--- src/rtl/isc_pkg.sv ---
package isc_pkg;
  localparam int NUM_SRC     = 8;
  localparam int SRC_BASE    = 32;
  localparam int NUM_SERVERS = 4;
  localparam int NUM_W       = 12;
  localparam int SRV_ARG_W   = 8;
  localparam int PRIO_ARG_W  = 16;
  localparam int PRIO_W      = 8;
  localparam int IDX_W       = (NUM_SRC > 1) ? $clog2(NUM_SRC) : 1;
  localparam int SRV_W       = (NUM_SERVERS > 1) ? $clog2(NUM_SERVERS) : 1;

  localparam logic [PRIO_W-1:0] PRIO_MASKED = '1;
  localparam logic [7:0]        ST_OK       = 8'h00;
  localparam logic [7:0]        ST_BAD      = 8'hFD;

  typedef enum logic [1:0] {
    OP_SET = 2'd0,
    OP_GET = 2'd1,
    OP_OFF = 2'd2,
    OP_ON  = 2'd3
  } cfg_op_e;

  // bit 0 asserted, bit 1 sent, bit 2 rejected, bit 3 masked-pending
  typedef struct packed {
    logic maskedPend;
    logic rejected;
    logic sent;
    logic asserted;
  } src_flags_t;

  // strobes from control into the source table
  typedef struct packed {
    logic              cfgWr;
    logic [IDX_W-1:0]  cfgIdx;
    logic [SRV_W-1:0]  cfgSrv;
    logic [PRIO_W-1:0] cfgPrio;
    logic [PRIO_W-1:0] cfgSaved;
    logic              scanHit;
    logic [IDX_W-1:0]  scanIdx;
    logic              rejHit;
    logic [IDX_W-1:0]  rejIdx;
    logic              eoiHit;
    logic [IDX_W-1:0]  eoiIdx;
    logic              issue;
    logic [IDX_W-1:0]  issueIdx;
  } tbl_strobe_t;

  function automatic logic numInRange(input logic [NUM_W-1:0] n);
    return (n >= NUM_W'(SRC_BASE)) && (n < NUM_W'(SRC_BASE + NUM_SRC));
  endfunction

  function automatic logic [IDX_W-1:0] numToIdx(input logic [NUM_W-1:0] n);
    return IDX_W'(n - NUM_W'(SRC_BASE));
  endfunction

  function automatic logic [NUM_W-1:0] idxToNum(input logic [IDX_W-1:0] i);
    return NUM_W'(SRC_BASE) + NUM_W'(i);
  endfunction
endpackage

--- src/rtl/isc_source_table.sv ---
module isc_source_table
  import isc_pkg::*;
(
  input  logic                              clk,
  input  logic                              rstN,
  input  logic [NUM_SRC-1:0]                srcLine,
  input  logic [NUM_SRC-1:0]                srcIsLevel,
  input  tbl_strobe_t                       strb,
  output logic [NUM_SRC-1:0][SRV_W-1:0]     srvTab,
  output logic [NUM_SRC-1:0][PRIO_W-1:0]    prioTab,
  output logic [NUM_SRC-1:0][PRIO_W-1:0]    savedTab,
  output logic [NUM_SRC-1:0]                want
);
  logic [NUM_SRC-1:0] prevLine;

  always_ff @(posedge clk) begin
    if (!rstN) prevLine <= '0;
    else       prevLine <= srcLine;
  end

  for (genvar i = 0; i < NUM_SRC; i++) begin : g_src
    src_flags_t        flagsQ, flagsD;
    logic [SRV_W-1:0]  srvQ, srvD;
    logic [PRIO_W-1:0] prioQ, prioD, savedQ, savedD;
    logic              wantQ, wantD;
    logic              isLvl, rise, chg;
    logic              cfgHit, scanHitI, rejHitI, eoiHitI, issueHitI, dlv;

    assign isLvl     = srcIsLevel[i];
    assign rise      = srcLine[i] & ~prevLine[i];
    assign chg       = srcLine[i] ^ prevLine[i];
    assign cfgHit    = strb.cfgWr   && (strb.cfgIdx   == IDX_W'(i));
    assign scanHitI  = strb.scanHit && (strb.scanIdx  == IDX_W'(i));
    assign rejHitI   = strb.rejHit  && (strb.rejIdx   == IDX_W'(i));
    assign eoiHitI   = strb.eoiHit  && (strb.eoiIdx   == IDX_W'(i));
    assign issueHitI = strb.issue   && (strb.issueIdx == IDX_W'(i));

    always_comb begin
      flagsD = flagsQ;
      srvD   = srvQ;
      prioD  = prioQ;
      savedD = savedQ;
      dlv    = 1'b0;
      // line activity
      if (isLvl) begin
        if (chg) flagsD.asserted = srcLine[i];
      end else if (rise) begin
        if (prioQ == PRIO_MASKED) flagsD.maskedPend = 1'b1;
        else                      dlv = 1'b1;
      end
      // notices from the presentation unit
      if (rejHitI) begin
        flagsD.rejected = 1'b1;
        flagsD.sent     = 1'b0;
      end
      if (eoiHitI && isLvl) flagsD.sent = 1'b0;
      // configuration write
      if (cfgHit) begin
        srvD   = strb.cfgSrv;
        prioD  = strb.cfgPrio;
        savedD = strb.cfgSaved;
        if (!isLvl && flagsD.maskedPend && (strb.cfgPrio != PRIO_MASKED)) begin
          flagsD.maskedPend = 1'b0;
          dlv = 1'b1;
        end
      end
      // resend scan visit, message side
      if (scanHitI && !isLvl && flagsD.rejected) begin
        flagsD.rejected = 1'b0;
        if (prioD != PRIO_MASKED) dlv = 1'b1;
      end
      // level offer rule, once per cycle after all updates
      if (isLvl && (chg || cfgHit || scanHitI) && (prioD != PRIO_MASKED)
          && flagsD.asserted && !flagsD.sent) begin
        flagsD.sent = 1'b1;
        dlv = 1'b1;
      end
      wantD = (wantQ && !issueHitI) || dlv;
    end

    always_ff @(posedge clk) begin
      if (!rstN) begin
        flagsQ <= '0;
        srvQ   <= '0;
        prioQ  <= PRIO_MASKED;
        savedQ <= PRIO_MASKED;
        wantQ  <= 1'b0;
      end else begin
        flagsQ <= flagsD;
        srvQ   <= srvD;
        prioQ  <= prioD;
        savedQ <= savedD;
        wantQ  <= wantD;
      end
    end

    assign srvTab[i]   = srvQ;
    assign prioTab[i]  = prioQ;
    assign savedTab[i] = savedQ;
    assign want[i]     = wantQ;

    AST_PEND_ONLY_MASKED: assert property (@(posedge clk) disable iff (!rstN)
      flagsQ.maskedPend |-> (prioQ == PRIO_MASKED));
    AST_MSG_NEVER_SENT: assert property (@(posedge clk) disable iff (!rstN)
      !isLvl |-> !flagsQ.sent);
  end
endmodule

--- src/rtl/isc_control.sv ---
module isc_control
  import isc_pkg::*;
(
  input  logic                           clk,
  input  logic                           rstN,
  input  logic                           cfgValid,
  input  logic [1:0]                     cfgOp,
  input  logic [NUM_W-1:0]               cfgNum,
  input  logic [SRV_ARG_W-1:0]           cfgServer,
  input  logic [PRIO_ARG_W-1:0]          cfgPrio,
  output logic                           rspValid,
  output logic [7:0]                     rspStatus,
  output logic [SRV_W-1:0]               rspServer,
  output logic [PRIO_W-1:0]              rspPrio,
  input  logic                           rejValid,
  input  logic [NUM_W-1:0]               rejNum,
  input  logic                           eoiValid,
  input  logic [NUM_W-1:0]               eoiNum,
  input  logic                           resendReq,
  output logic                           scanBusy,
  output logic                           dlvValid,
  input  logic                           dlvReady,
  output logic [NUM_W-1:0]               dlvNum,
  output logic [SRV_W-1:0]               dlvServer,
  output logic [PRIO_W-1:0]              dlvPrio,
  input  logic [NUM_SRC-1:0][SRV_W-1:0]  srvTab,
  input  logic [NUM_SRC-1:0][PRIO_W-1:0] prioTab,
  input  logic [NUM_SRC-1:0][PRIO_W-1:0] savedTab,
  input  logic [NUM_SRC-1:0]             want,
  output tbl_strobe_t                    strb
);
  localparam logic [IDX_W-1:0] LAST_IDX = IDX_W'(NUM_SRC - 1);

  cfg_op_e           op;
  logic              numOk, cmdOk, cmdWr;
  logic [IDX_W-1:0]  cIdx;
  logic [SRV_W-1:0]  wrSrv;
  logic [PRIO_W-1:0] wrPrio, wrSaved;
  logic [IDX_W-1:0]  scanIdx;
  logic              slotFree, pickAny;
  logic [IDX_W-1:0]  pickIdx;

  assign op    = cfg_op_e'(cfgOp);
  assign numOk = numInRange(cfgNum);
  assign cIdx  = numToIdx(cfgNum);

  // command decode and argument checks
  always_comb begin
    cmdOk   = numOk;
    cmdWr   = 1'b0;
    wrSrv   = srvTab[cIdx];
    wrPrio  = prioTab[cIdx];
    wrSaved = savedTab[cIdx];
    case (op)
      OP_SET: begin
        cmdOk   = numOk && (cfgServer < SRV_ARG_W'(NUM_SERVERS))
                        && (cfgPrio <= PRIO_ARG_W'(255));
        cmdWr   = cmdOk;
        wrSrv   = SRV_W'(cfgServer);
        wrPrio  = PRIO_W'(cfgPrio);
        wrSaved = PRIO_W'(cfgPrio);
      end
      OP_OFF: begin
        cmdWr   = numOk;
        wrPrio  = PRIO_MASKED;
        wrSaved = prioTab[cIdx];
      end
      OP_ON: begin
        cmdWr   = numOk;
        wrPrio  = savedTab[cIdx];
      end
      default: cmdWr = 1'b0;
    endcase
  end

  always_ff @(posedge clk) begin
    if (!rstN) begin
      rspValid  <= 1'b0;
      rspStatus <= ST_OK;
      rspServer <= '0;
      rspPrio   <= '0;
    end else begin
      rspValid  <= cfgValid;
      if (cfgValid) begin
        rspStatus <= cmdOk ? ST_OK : ST_BAD;
        rspServer <= (op == OP_GET && cmdOk) ? srvTab[cIdx]  : '0;
        rspPrio   <= (op == OP_GET && cmdOk) ? prioTab[cIdx] : '0;
      end
    end
  end

  // resend scan, one source per cycle
  always_ff @(posedge clk) begin
    if (!rstN) begin
      scanBusy <= 1'b0;
      scanIdx  <= '0;
    end else if (!scanBusy) begin
      if (resendReq) begin
        scanBusy <= 1'b1;
        scanIdx  <= '0;
      end
    end else if (scanIdx == LAST_IDX) begin
      scanBusy <= 1'b0;
    end else begin
      scanIdx <= scanIdx + 1'b1;
    end
  end

  // lowest waiting index wins the output slot
  always_comb begin
    pickAny = 1'b0;
    pickIdx = '0;
    for (int k = NUM_SRC - 1; k >= 0; k--) begin
      if (want[k]) begin
        pickAny = 1'b1;
        pickIdx = IDX_W'(k);
      end
    end
  end

  assign slotFree = !dlvValid || dlvReady;

  always_ff @(posedge clk) begin
    if (!rstN) begin
      dlvValid  <= 1'b0;
      dlvNum    <= '0;
      dlvServer <= '0;
      dlvPrio   <= '0;
    end else if (slotFree && pickAny) begin
      dlvValid  <= 1'b1;
      dlvNum    <= idxToNum(pickIdx);
      dlvServer <= srvTab[pickIdx];
      dlvPrio   <= prioTab[pickIdx];
    end else if (dlvReady) begin
      dlvValid  <= 1'b0;
    end
  end

  always_comb begin
    strb          = '0;
    strb.cfgWr    = cfgValid && cmdWr;
    strb.cfgIdx   = cIdx;
    strb.cfgSrv   = wrSrv;
    strb.cfgPrio  = wrPrio;
    strb.cfgSaved = wrSaved;
    strb.scanHit  = scanBusy;
    strb.scanIdx  = scanIdx;
    strb.rejHit   = rejValid && numInRange(rejNum);
    strb.rejIdx   = numToIdx(rejNum);
    strb.eoiHit   = eoiValid && numInRange(eoiNum);
    strb.eoiIdx   = numToIdx(eoiNum);
    strb.issue    = slotFree && pickAny;
    strb.issueIdx = pickIdx;
  end

  AST_DLV_HOLD: assert property (@(posedge clk) disable iff (!rstN)
    dlvValid && !dlvReady |=> dlvValid && $stable(dlvNum) && $stable(dlvServer) && $stable(dlvPrio));
  AST_DLV_RANGE: assert property (@(posedge clk) disable iff (!rstN)
    dlvValid |-> numInRange(dlvNum));
  AST_SCAN_STEP: assert property (@(posedge clk) disable iff (!rstN)
    scanBusy && (scanIdx != LAST_IDX) |=> scanBusy && (scanIdx == $past(scanIdx) + 1'b1));
  AST_SCAN_END: assert property (@(posedge clk) disable iff (!rstN)
    scanBusy && (scanIdx == LAST_IDX) |=> !scanBusy);
  AST_RSP_TRACK: assert property (@(posedge clk) disable iff (!rstN)
    cfgValid |=> rspValid);
  AST_RSP_IDLE: assert property (@(posedge clk) disable iff (!rstN)
    !cfgValid |=> !rspValid);
  AST_STATUS_CODE: assert property (@(posedge clk) disable iff (!rstN)
    rspValid |-> (rspStatus == ST_OK) || (rspStatus == ST_BAD));
endmodule

--- src/rtl/irq_source_ctrl.sv ---
module irq_source_ctrl
  import isc_pkg::*;
(
  input  logic                  clk,
  input  logic                  rstN,
  input  logic [NUM_SRC-1:0]    srcLine,
  input  logic [NUM_SRC-1:0]    srcIsLevel,
  input  logic                  cfgValid,
  input  logic [1:0]            cfgOp,
  input  logic [NUM_W-1:0]      cfgNum,
  input  logic [SRV_ARG_W-1:0]  cfgServer,
  input  logic [PRIO_ARG_W-1:0] cfgPrio,
  output logic                  rspValid,
  output logic [7:0]            rspStatus,
  output logic [SRV_W-1:0]      rspServer,
  output logic [PRIO_W-1:0]     rspPrio,
  input  logic                  rejValid,
  input  logic [NUM_W-1:0]      rejNum,
  input  logic                  eoiValid,
  input  logic [NUM_W-1:0]      eoiNum,
  input  logic                  resendReq,
  output logic                  scanBusy,
  output logic                  dlvValid,
  input  logic                  dlvReady,
  output logic [NUM_W-1:0]      dlvNum,
  output logic [SRV_W-1:0]      dlvServer,
  output logic [PRIO_W-1:0]     dlvPrio
);
  tbl_strobe_t                    strb;
  logic [NUM_SRC-1:0][SRV_W-1:0]  srvTab;
  logic [NUM_SRC-1:0][PRIO_W-1:0] prioTab;
  logic [NUM_SRC-1:0][PRIO_W-1:0] savedTab;
  logic [NUM_SRC-1:0]             want;

  isc_control u_ctl (
    .clk(clk), .rstN(rstN),
    .cfgValid(cfgValid), .cfgOp(cfgOp), .cfgNum(cfgNum),
    .cfgServer(cfgServer), .cfgPrio(cfgPrio),
    .rspValid(rspValid), .rspStatus(rspStatus),
    .rspServer(rspServer), .rspPrio(rspPrio),
    .rejValid(rejValid), .rejNum(rejNum),
    .eoiValid(eoiValid), .eoiNum(eoiNum),
    .resendReq(resendReq), .scanBusy(scanBusy),
    .dlvValid(dlvValid), .dlvReady(dlvReady), .dlvNum(dlvNum),
    .dlvServer(dlvServer), .dlvPrio(dlvPrio),
    .srvTab(srvTab), .prioTab(prioTab), .savedTab(savedTab),
    .want(want), .strb(strb)
  );

  isc_source_table u_tbl (
    .clk(clk), .rstN(rstN),
    .srcLine(srcLine), .srcIsLevel(srcIsLevel), .strb(strb),
    .srvTab(srvTab), .prioTab(prioTab), .savedTab(savedTab),
    .want(want)
  );
endmodule

--- config.mk ---
export PLATFORM = sky130hd
export DESIGN_NAME = irq_source_ctrl
export DESIGN_NICKNAME = d
export VERILOG_FILES = /design/src/rtl/isc_pkg.sv /design/src/rtl/isc_source_table.sv /design/src/rtl/isc_control.sv /design/src/rtl/irq_source_ctrl.sv
export SDC_FILE = /design/constraint.sdc
export NUM_CORES = 1
export LEC_CHECK = 0
export BUFFER_PORTS_ARGS = -buffer_cell sky130_fd_sc_hd__buf_2
export CAP_MARGIN = 10
export CORE_UTILIZATION = 44
export CTS_CLUSTER_SIZE = 40
export DETAILED_ROUTE_END_ITERATION = 16
export SYNTH_ARGS = -nofsm -noshare
export SYNTH_HDL_FRONTEND = slang
export SYNTH_SLANG_ARGS = --single-unit
export TNS_END_PERCENT = 1
--- constraint.sdc ---
create_clock -name clk -period 3.3 [get_ports clk]
set_input_delay 0.495 -clock clk [delete_from_list [all_inputs] [get_ports clk]]
set_output_delay 0.495 -clock clk [all_outputs]
set_load 0.05 [all_outputs]
==> results of run 1 <==
## logic make-up after synthesis
| family | Yosys count | synth area share |
|---|---|---|
| other | 1 | 0.0003272 |
| and+or+nand+nor | 507 | 0.2097 |
| DFF | 223 | 0.3896 |
| buffers and inverters | 146 | 0.06911 |
| AOI/OAI and AO/OA | 343 | 0.2094 |
| adders and majority gates | 14 | 0.01529 |
| muxes | 95 | 0.1066 |
## where the power goes
group	switching, mW	internal [mW]	total (mW)
Combinational	0.331	0.178	0.509
Clock	1.16	1.96	3.12
Sequential	0.0104	2.71	2.72
Total	1.50	4.85	6.35
## final timing paths
path	to	slack, ns
min reg2reg	u_ctl.rspServer[1]	0.45
max	u_tbl.g_src[4].wantQ	0.46
max reg2reg	u_tbl.g_src[6].flagsQ[1]	0.50
min	u_tbl.prevLine[1]	0.21
## cells in the mapped netlist, types with 7 or more instances
library cell	count	area, um2
a22o_1	9	78.83
o211ai_1	117	878.3
and2_1	22	137.6
ha_1	14	175.2
clkbuf_1	76	285.3
inv_1	27	101.4
mux2i_1	68	680.7
nand4_1	20	125.1
nand3b_1	14	105.1
nor2b_1	14	87.58
a21oi_1	49	245.2
mux2_2	9	101.4
nand3_1	31	155.2
a31oi_1	13	81.33
dfxtp_1	223	4464
buf_6	13	146.4
a22oi_1	7	52.55
nor4_1	13	81.33
o21a_1	12	90.09
nor2_1	102	382.9
nor3_1	20	100.1
nor3b_1	9	67.56
a221oi_1	22	192.7
or4_1	8	60.06
buf_4	21	157.7
mux4_1	9	236.5
nand2_1	214	803.3
nand2b_1	7	43.79
mux4_2	9	202.7
o21ai_0	58	290.3
## cell type report
cell class                 instances  share of cell area
tap                              330             0.03060
clock inverter                     9             0.01317
timing repair buffer             211              0.1003
inverter                          27            0.007510
multi-input combinational        968              0.4622
clock buffer                      36             0.05535
sequential                       223              0.3308
## worst max-delay path, cell delays in order
cell and delay (ns):
buf_2 0.31, buf_12 0.17, mux4_2 0.48, mux2_2 0.29
o22ai_1 0.16, o21bai_2 0.16, or4_1 0.34, nor2_4 0.13
buf_4 0.17, or4_1 0.46, o211ai_1 0.11
## sequential cells by signal (all words and copies together) (netlist names)
| register | flops |
|---|---|
| u_ctl.scanBusy | 1 |
| u_ctl.rspPrio | 8 |
| u_ctl.dlvValid | 1 |
| u_ctl.dlvServer | 2 |
| u_tbl.g_src.prioQ | 64 |
| u_ctl.scanIdx | 3 |
| u_ctl.rspServer | 2 |
| u_ctl.dlvPrio | 8 |
| u_tbl.g_src.srvQ | 16 |
| u_tbl.g_src.savedQ | 64 |
| u_ctl.rspStatus | 1 |
| u_tbl.g_src.wantQ | 8 |
| u_ctl.dlvNum | 4 |
| u_tbl.prevLine | 8 |
| u_tbl.g_src.flagsQ | 32 |
| u_ctl.rspValid | 1 |
## per-layer routing
layer | routed length (um) | GRT usage | up-vias
li1 | - | - | 5102
met3 | 3285 | 0.04901 | 81
met4 | 1102 | 0.09601 | 0
met2 | 17290 | 0.4624 | 548
met5 | 0 | 0 | -
met1 | 17690 | 0.4132 | 5260
## stage by stage
stage	util	TNS [ns]
after floorplan	-	0
after global placement	0.4949	0
after detailed placement	0.4949	-0.01558
after CTS	0.5313	0
after global routing	0.5313	0
final	0.5313	0
==> flow_summary.yaml, run 1 <==
outcome:
  status: "completed"
clocking:
  postCtsHoldBufs: 0
  cts_setup_buffers: 0
  root_buffer: "clkbuf_16"
  cts.repair.resized: 0
  clkLatencyLatePin_ns: 0.54
  clk_pin_slew_worst_paths_ns: 0.06
  clkSinkCount: 223
  cts_made_buffers: 25
  cts_tree: "yes"
  htree_levels: 1
  cts.path.max_buffers: 3
final_layout:
  seq_area_mm2: 0.004464
  multiInputGateArea_mm2: 0.006237
  final_cell_mix: "223 x dfxtp_1, 214 x nand2_1, 117 x o211ai_1, 117 x buf_2, 102 x nor2_1"
  final_common_cell: "dfxtp_1"
  antenna_cells: 0
  area_delta_synth_final_pct: 17.75
  stdcell_count: 1804
  drive_above_1_share: 0.1995
  fin_nets: 1555
  final_area_mm2: 0.01349
  nFillCells: 2429
job:
  max_cap_viol_count: 0
setup_path:
  reg2reg_depth: 9
  arrival_ns: 3.29
  cp-startpoint: "cfgNum[0]"
  r2r-start: "u_tbl.g_src[3].prioQ[3]"
  critPathKind: "in2reg"
  cp-start-kind: "primary input"
  cp-end-kind: "register"
  cp_data_required_time_ns: 3.75
  crit_fanout: 11
sta:
  skew_ns: 0.01890
  holdWs_ns: 0.2075
  finalHoldViolCount: 0
  tightestPinTransition_ns: 1.012
  timing.fmax_ghz: 0.3522
  maxSlewHeadroom: 0.3253
  setup_viol: 0
  drv_slew: 0
  rsz0062_at_grt: "no"
  min_period_over_period: 0.8604
  fin_crit_ns: 2.839
  fin_ws_ns: 0.4608
synthesis:
  synth_cells: 1329
  ys_seq_area_frac: 0.3896
  async_flop_share: 0
  ys_ff_latch: 223
  synth_area_mm2: 0.01146
  ys.flop_type: "dfxtp_1"
  synth_cell_types: 77
  postSynthAreaPerCell_um2: 8.623
  synth-edff-count: 0
  synth_warnings: 0
placed_design:
  dp_cells: 1759
  placed_cell_area_mm2: 0.01257
  detailedPlace.worstSlack_ns: -0.01521
  io_buffers: 118
  place_congestion: 0.9634
  hpwl_um: 28080
global_route:
  grt_max_degree: 129
  antenna_found_initial: 0
  grt.overflow.total: 0
  grt_pass1_wl_um: 61070
  grt_pass1_vias: 10355
  grt_use_total: 0.2962
detailed_routing:
  drt-pass1-iter-count: 5
  via_per_inst: 6.093
  drcViolationCount: 0
  drt_iter0_markers: 1158
  ant_nets: 0
  wire_per_inst_um: 21.82
  routed_wl_um: 39370
  vias: 10991
worst_hold_path:
  min_path_type: "in2reg"
  holdPathStages: 2
  min_from: "srcLine[1]"
floorplan:
  fp-row-count: 58
  start_util: 0.4512
  dieWidth_um: 163.4
  coreArea_mm2: 0.02540
  die_area_mm2: 0.02669
  num_io_pins: 128
  fp.dieH_um: 163.4
power:
  p_leak_nw: 6.057
  vdd_drop_max_mv: 0.4668
  total_power_mw: 6.353
  powerDensity_mw_per_mm2: 470.8
(Power assumes the default switching activity.)
==> run 2: changes to the inputs <==
--- a/config.mk
+++ b/config.mk
@@ -7,6 +7,7 @@
 export LEC_CHECK = 0
 export BUFFER_PORTS_ARGS = -buffer_cell sky130_fd_sc_hd__buf_2
 export CAP_MARGIN = 10
+export CORE_ASPECT_RATIO = 0.75
 export CORE_UTILIZATION = 44
 export CTS_CLUSTER_SIZE = 40
 export DETAILED_ROUTE_END_ITERATION = 16
==> run 2 against run 1 <==
  * Clock skew fell by 0.0076 ns
  * Via count rose by 0.14%
  * Final cell count rose by 0.78%
  * Non-clock buffer count rose by 7
  * Utilization rose by 0.050 points
==> flow_summary.yaml, run 2 (synthesis results as in run 1) <==
sta:
  finalHoldViolCount: 0
  rsz0062_at_grt: "no"
  setup_viol: 0
  drv_slew: 0
  fin_crit_ns: 3.115
  setup-tns-final_ns: 0
  tightestPinTransition_ns: 1.019
  skew_ns: 0.01128
  timing.fmax_ghz: 0.3211
  min_period_over_period: 0.9438
  maxSlewHeadroom: 0.3116
worst_hold_path:
  min_from: "srcLine[4]"
  min_path_type: "in2reg"
  holdPathStages: 2
  worst_hold_path.endpoint: "u_tbl.prevLine[4]"
floorplan:
  start_util: 0.4534
  num_io_pins: 128
  dieWidth_um: 188.4
  coreArea_mm2: 0.02527
  die_area_mm2: 0.02670
  fp-row-count: 50
  fp.dieH_um: 141.8
setup_path:
  cp-start-kind: "register"
  r2r-start: "u_tbl.g_src[1].prioQ[3]"
  crit_fanout: 5
  cp_data_required_time_ns: 3.72
  reg2reg_depth: 9
  critPathKind: "reg2reg"
  cp-end-kind: "register"
  rrSetupSlack_ns: 0.19
  arrival_ns: 3.53
  r2r-end: "u_tbl.g_src[0].wantQ"
final_layout:
  reg_top3: "u_tbl.g_src.prioQ (64), u_tbl.g_src.savedQ (64), u_tbl.g_src.flagsQ (32)"
  final_common_cell: "dfxtp_1"
  fin_util: 0.5318
  final_cell_mix: "223 x dfxtp_1, 214 x nand2_1, 117 x o211ai_1, 117 x buf_2, 102 x nor2_1"
  drive_above_1_share: 0.2020
  fin_nets: 1561
  antenna_cells: 0
  area_delta_synth_final_pct: 17.28
placed_design:
  place_congestion: 1.008
  io_buffers: 118
  hpwl_um: 30170
power:
  power_switching_mw: 1.522
  powerDensity_mw_per_mm2: 452.7
  p_int_mw: 4.562
  p_leak_nw: 6.033
  p_clk_frac: 0.468
  seqPwrFrac: 0.448
  pwr-share-comb: 0.084
  sw_frac_of_total: 0.2502
  vdd_drop_max_mv: 0.3687
clocking:
  cts_setup_buffers: 0
  cts_tree: "yes"
  cts.path.max_buffers: 3
  clkLatencyLatePin_ns: 0.53
  root_buffer: "clkbuf_16"
  cts_made_buffers: 24
  postCtsHoldBufs: 0
  cts.repair.resized: 0
  clkSinkCount: 223
  clk_pin_slew_worst_paths_ns: 0.06
  htree_levels: 1
detailed_routing:
  drcViolationCount: 0
  drt_iter0_markers: 1226
  drt-pass1-iter-count: 7
  ant_nets: 0
  via_per_inst: 6.054
  wire_per_inst_um: 22.67
  routed_wl_um: 41220
  vias: 11006
global_route:
  grt_use_total: 0.3066
  grt_pass1_vias: 10008
  grt.overflow.total: 0
  antenna_found_initial: 0
  grt_pass1_wl_um: 62420
  grt_max_degree: 90
outcome:
  status: "completed"
job:
  max_cap_viol_count: 0
[run 2: cell count changes in the layout (fill, tap and decap cells not counted), sizes merged]
cell and delta:
buf +7, bufinv -2, clkbuf -5, clkinv +5, clkinvlp +2, inv -1
[run 2: area by class of cell]
type	instances	area, um2
repair buffers	218	1394
inverters	27	101.3
clock buffers	31	668.1
clock inverters	13	152.6
multi-input cells	968	6237
flip-flops and latches	223	4464
well taps	338	422.9
fillers	2469	11830
[run 2: worst max-delay path, cell delays in order (launching register included)]
cell and delay, ns:
dfxtp_1 0.49, mux2i_1 0.14, a22o_1 0.28, a211o_1 0.30
a221o_1 0.35, or4_4 0.62, nor3_1 0.38, buf_4 0.20
a21oi_1 0.04, a22o_1 0.21
[run 2: worst max path at each step]
stage | start | endpoint | slack [ns]
detailed placement | cfgNum[0] | u_tbl.g_src[0].wantQ | -0.07
global route | u_tbl.g_src[3].prioQ[3] | u_tbl.g_src[0].wantQ | 0.14
global placement | cfgNum[0] | u_tbl.g_src[0].wantQ | -0.11
floorplan | cfgNum[1] | u_tbl.g_src[1].wantQ | 0.25
finish | u_tbl.g_src[1].prioQ[3] | u_tbl.g_src[0].wantQ | 0.19
CTS | u_tbl.g_src[1].prioQ[3] | u_tbl.g_src[0].wantQ | 0.29
[run 2: stage by stage]
step | worst slack [ns] | total power, mW | instance area [um2] | hold WS, ns | instances
floorplan | 0.2483 | 3.125 | 11490 | 0.4349 | 1337
global placement | -0.1074 | 3.284 | 12620 | 0.4334 | 1774
detailed placement | -0.06531 | 3.288 | 12620 | 0.4433 | 1774
CTS | 0.2910 | 6.112 | 13440 | 0.2021 | 1818
global route | 0.1419 | 6.259 | 13440 | 0.2134 | 1818
finish | 0.1854 | 6.085 | 13440 | 0.2115 | 1818
[run 2: metal layers]
metal / GRT usage / vias to the layer above / routed length [um]
met5: 0 / - / 0
met4: 0.06409 / 0 / 884
met3: 0.08533 / 57 / 4739
met2: 0.4131 / 580 / 15840
met1: 0.4746 / 5248 / 19760
li1: - / 5121 / -
[run 2: power by group through the flow]
stage	logic (mW)	registers (mW)	clock network [mW]
2_1_floorplan	0.335	2.79	0
3_3_place_gp	0.501	2.78	0
3_5_place_dp	0.505	2.78	0
4_1_cts	0.507	2.72	2.88
5_1_grt	0.548	2.72	2.99
6_report	0.513	2.72	2.85
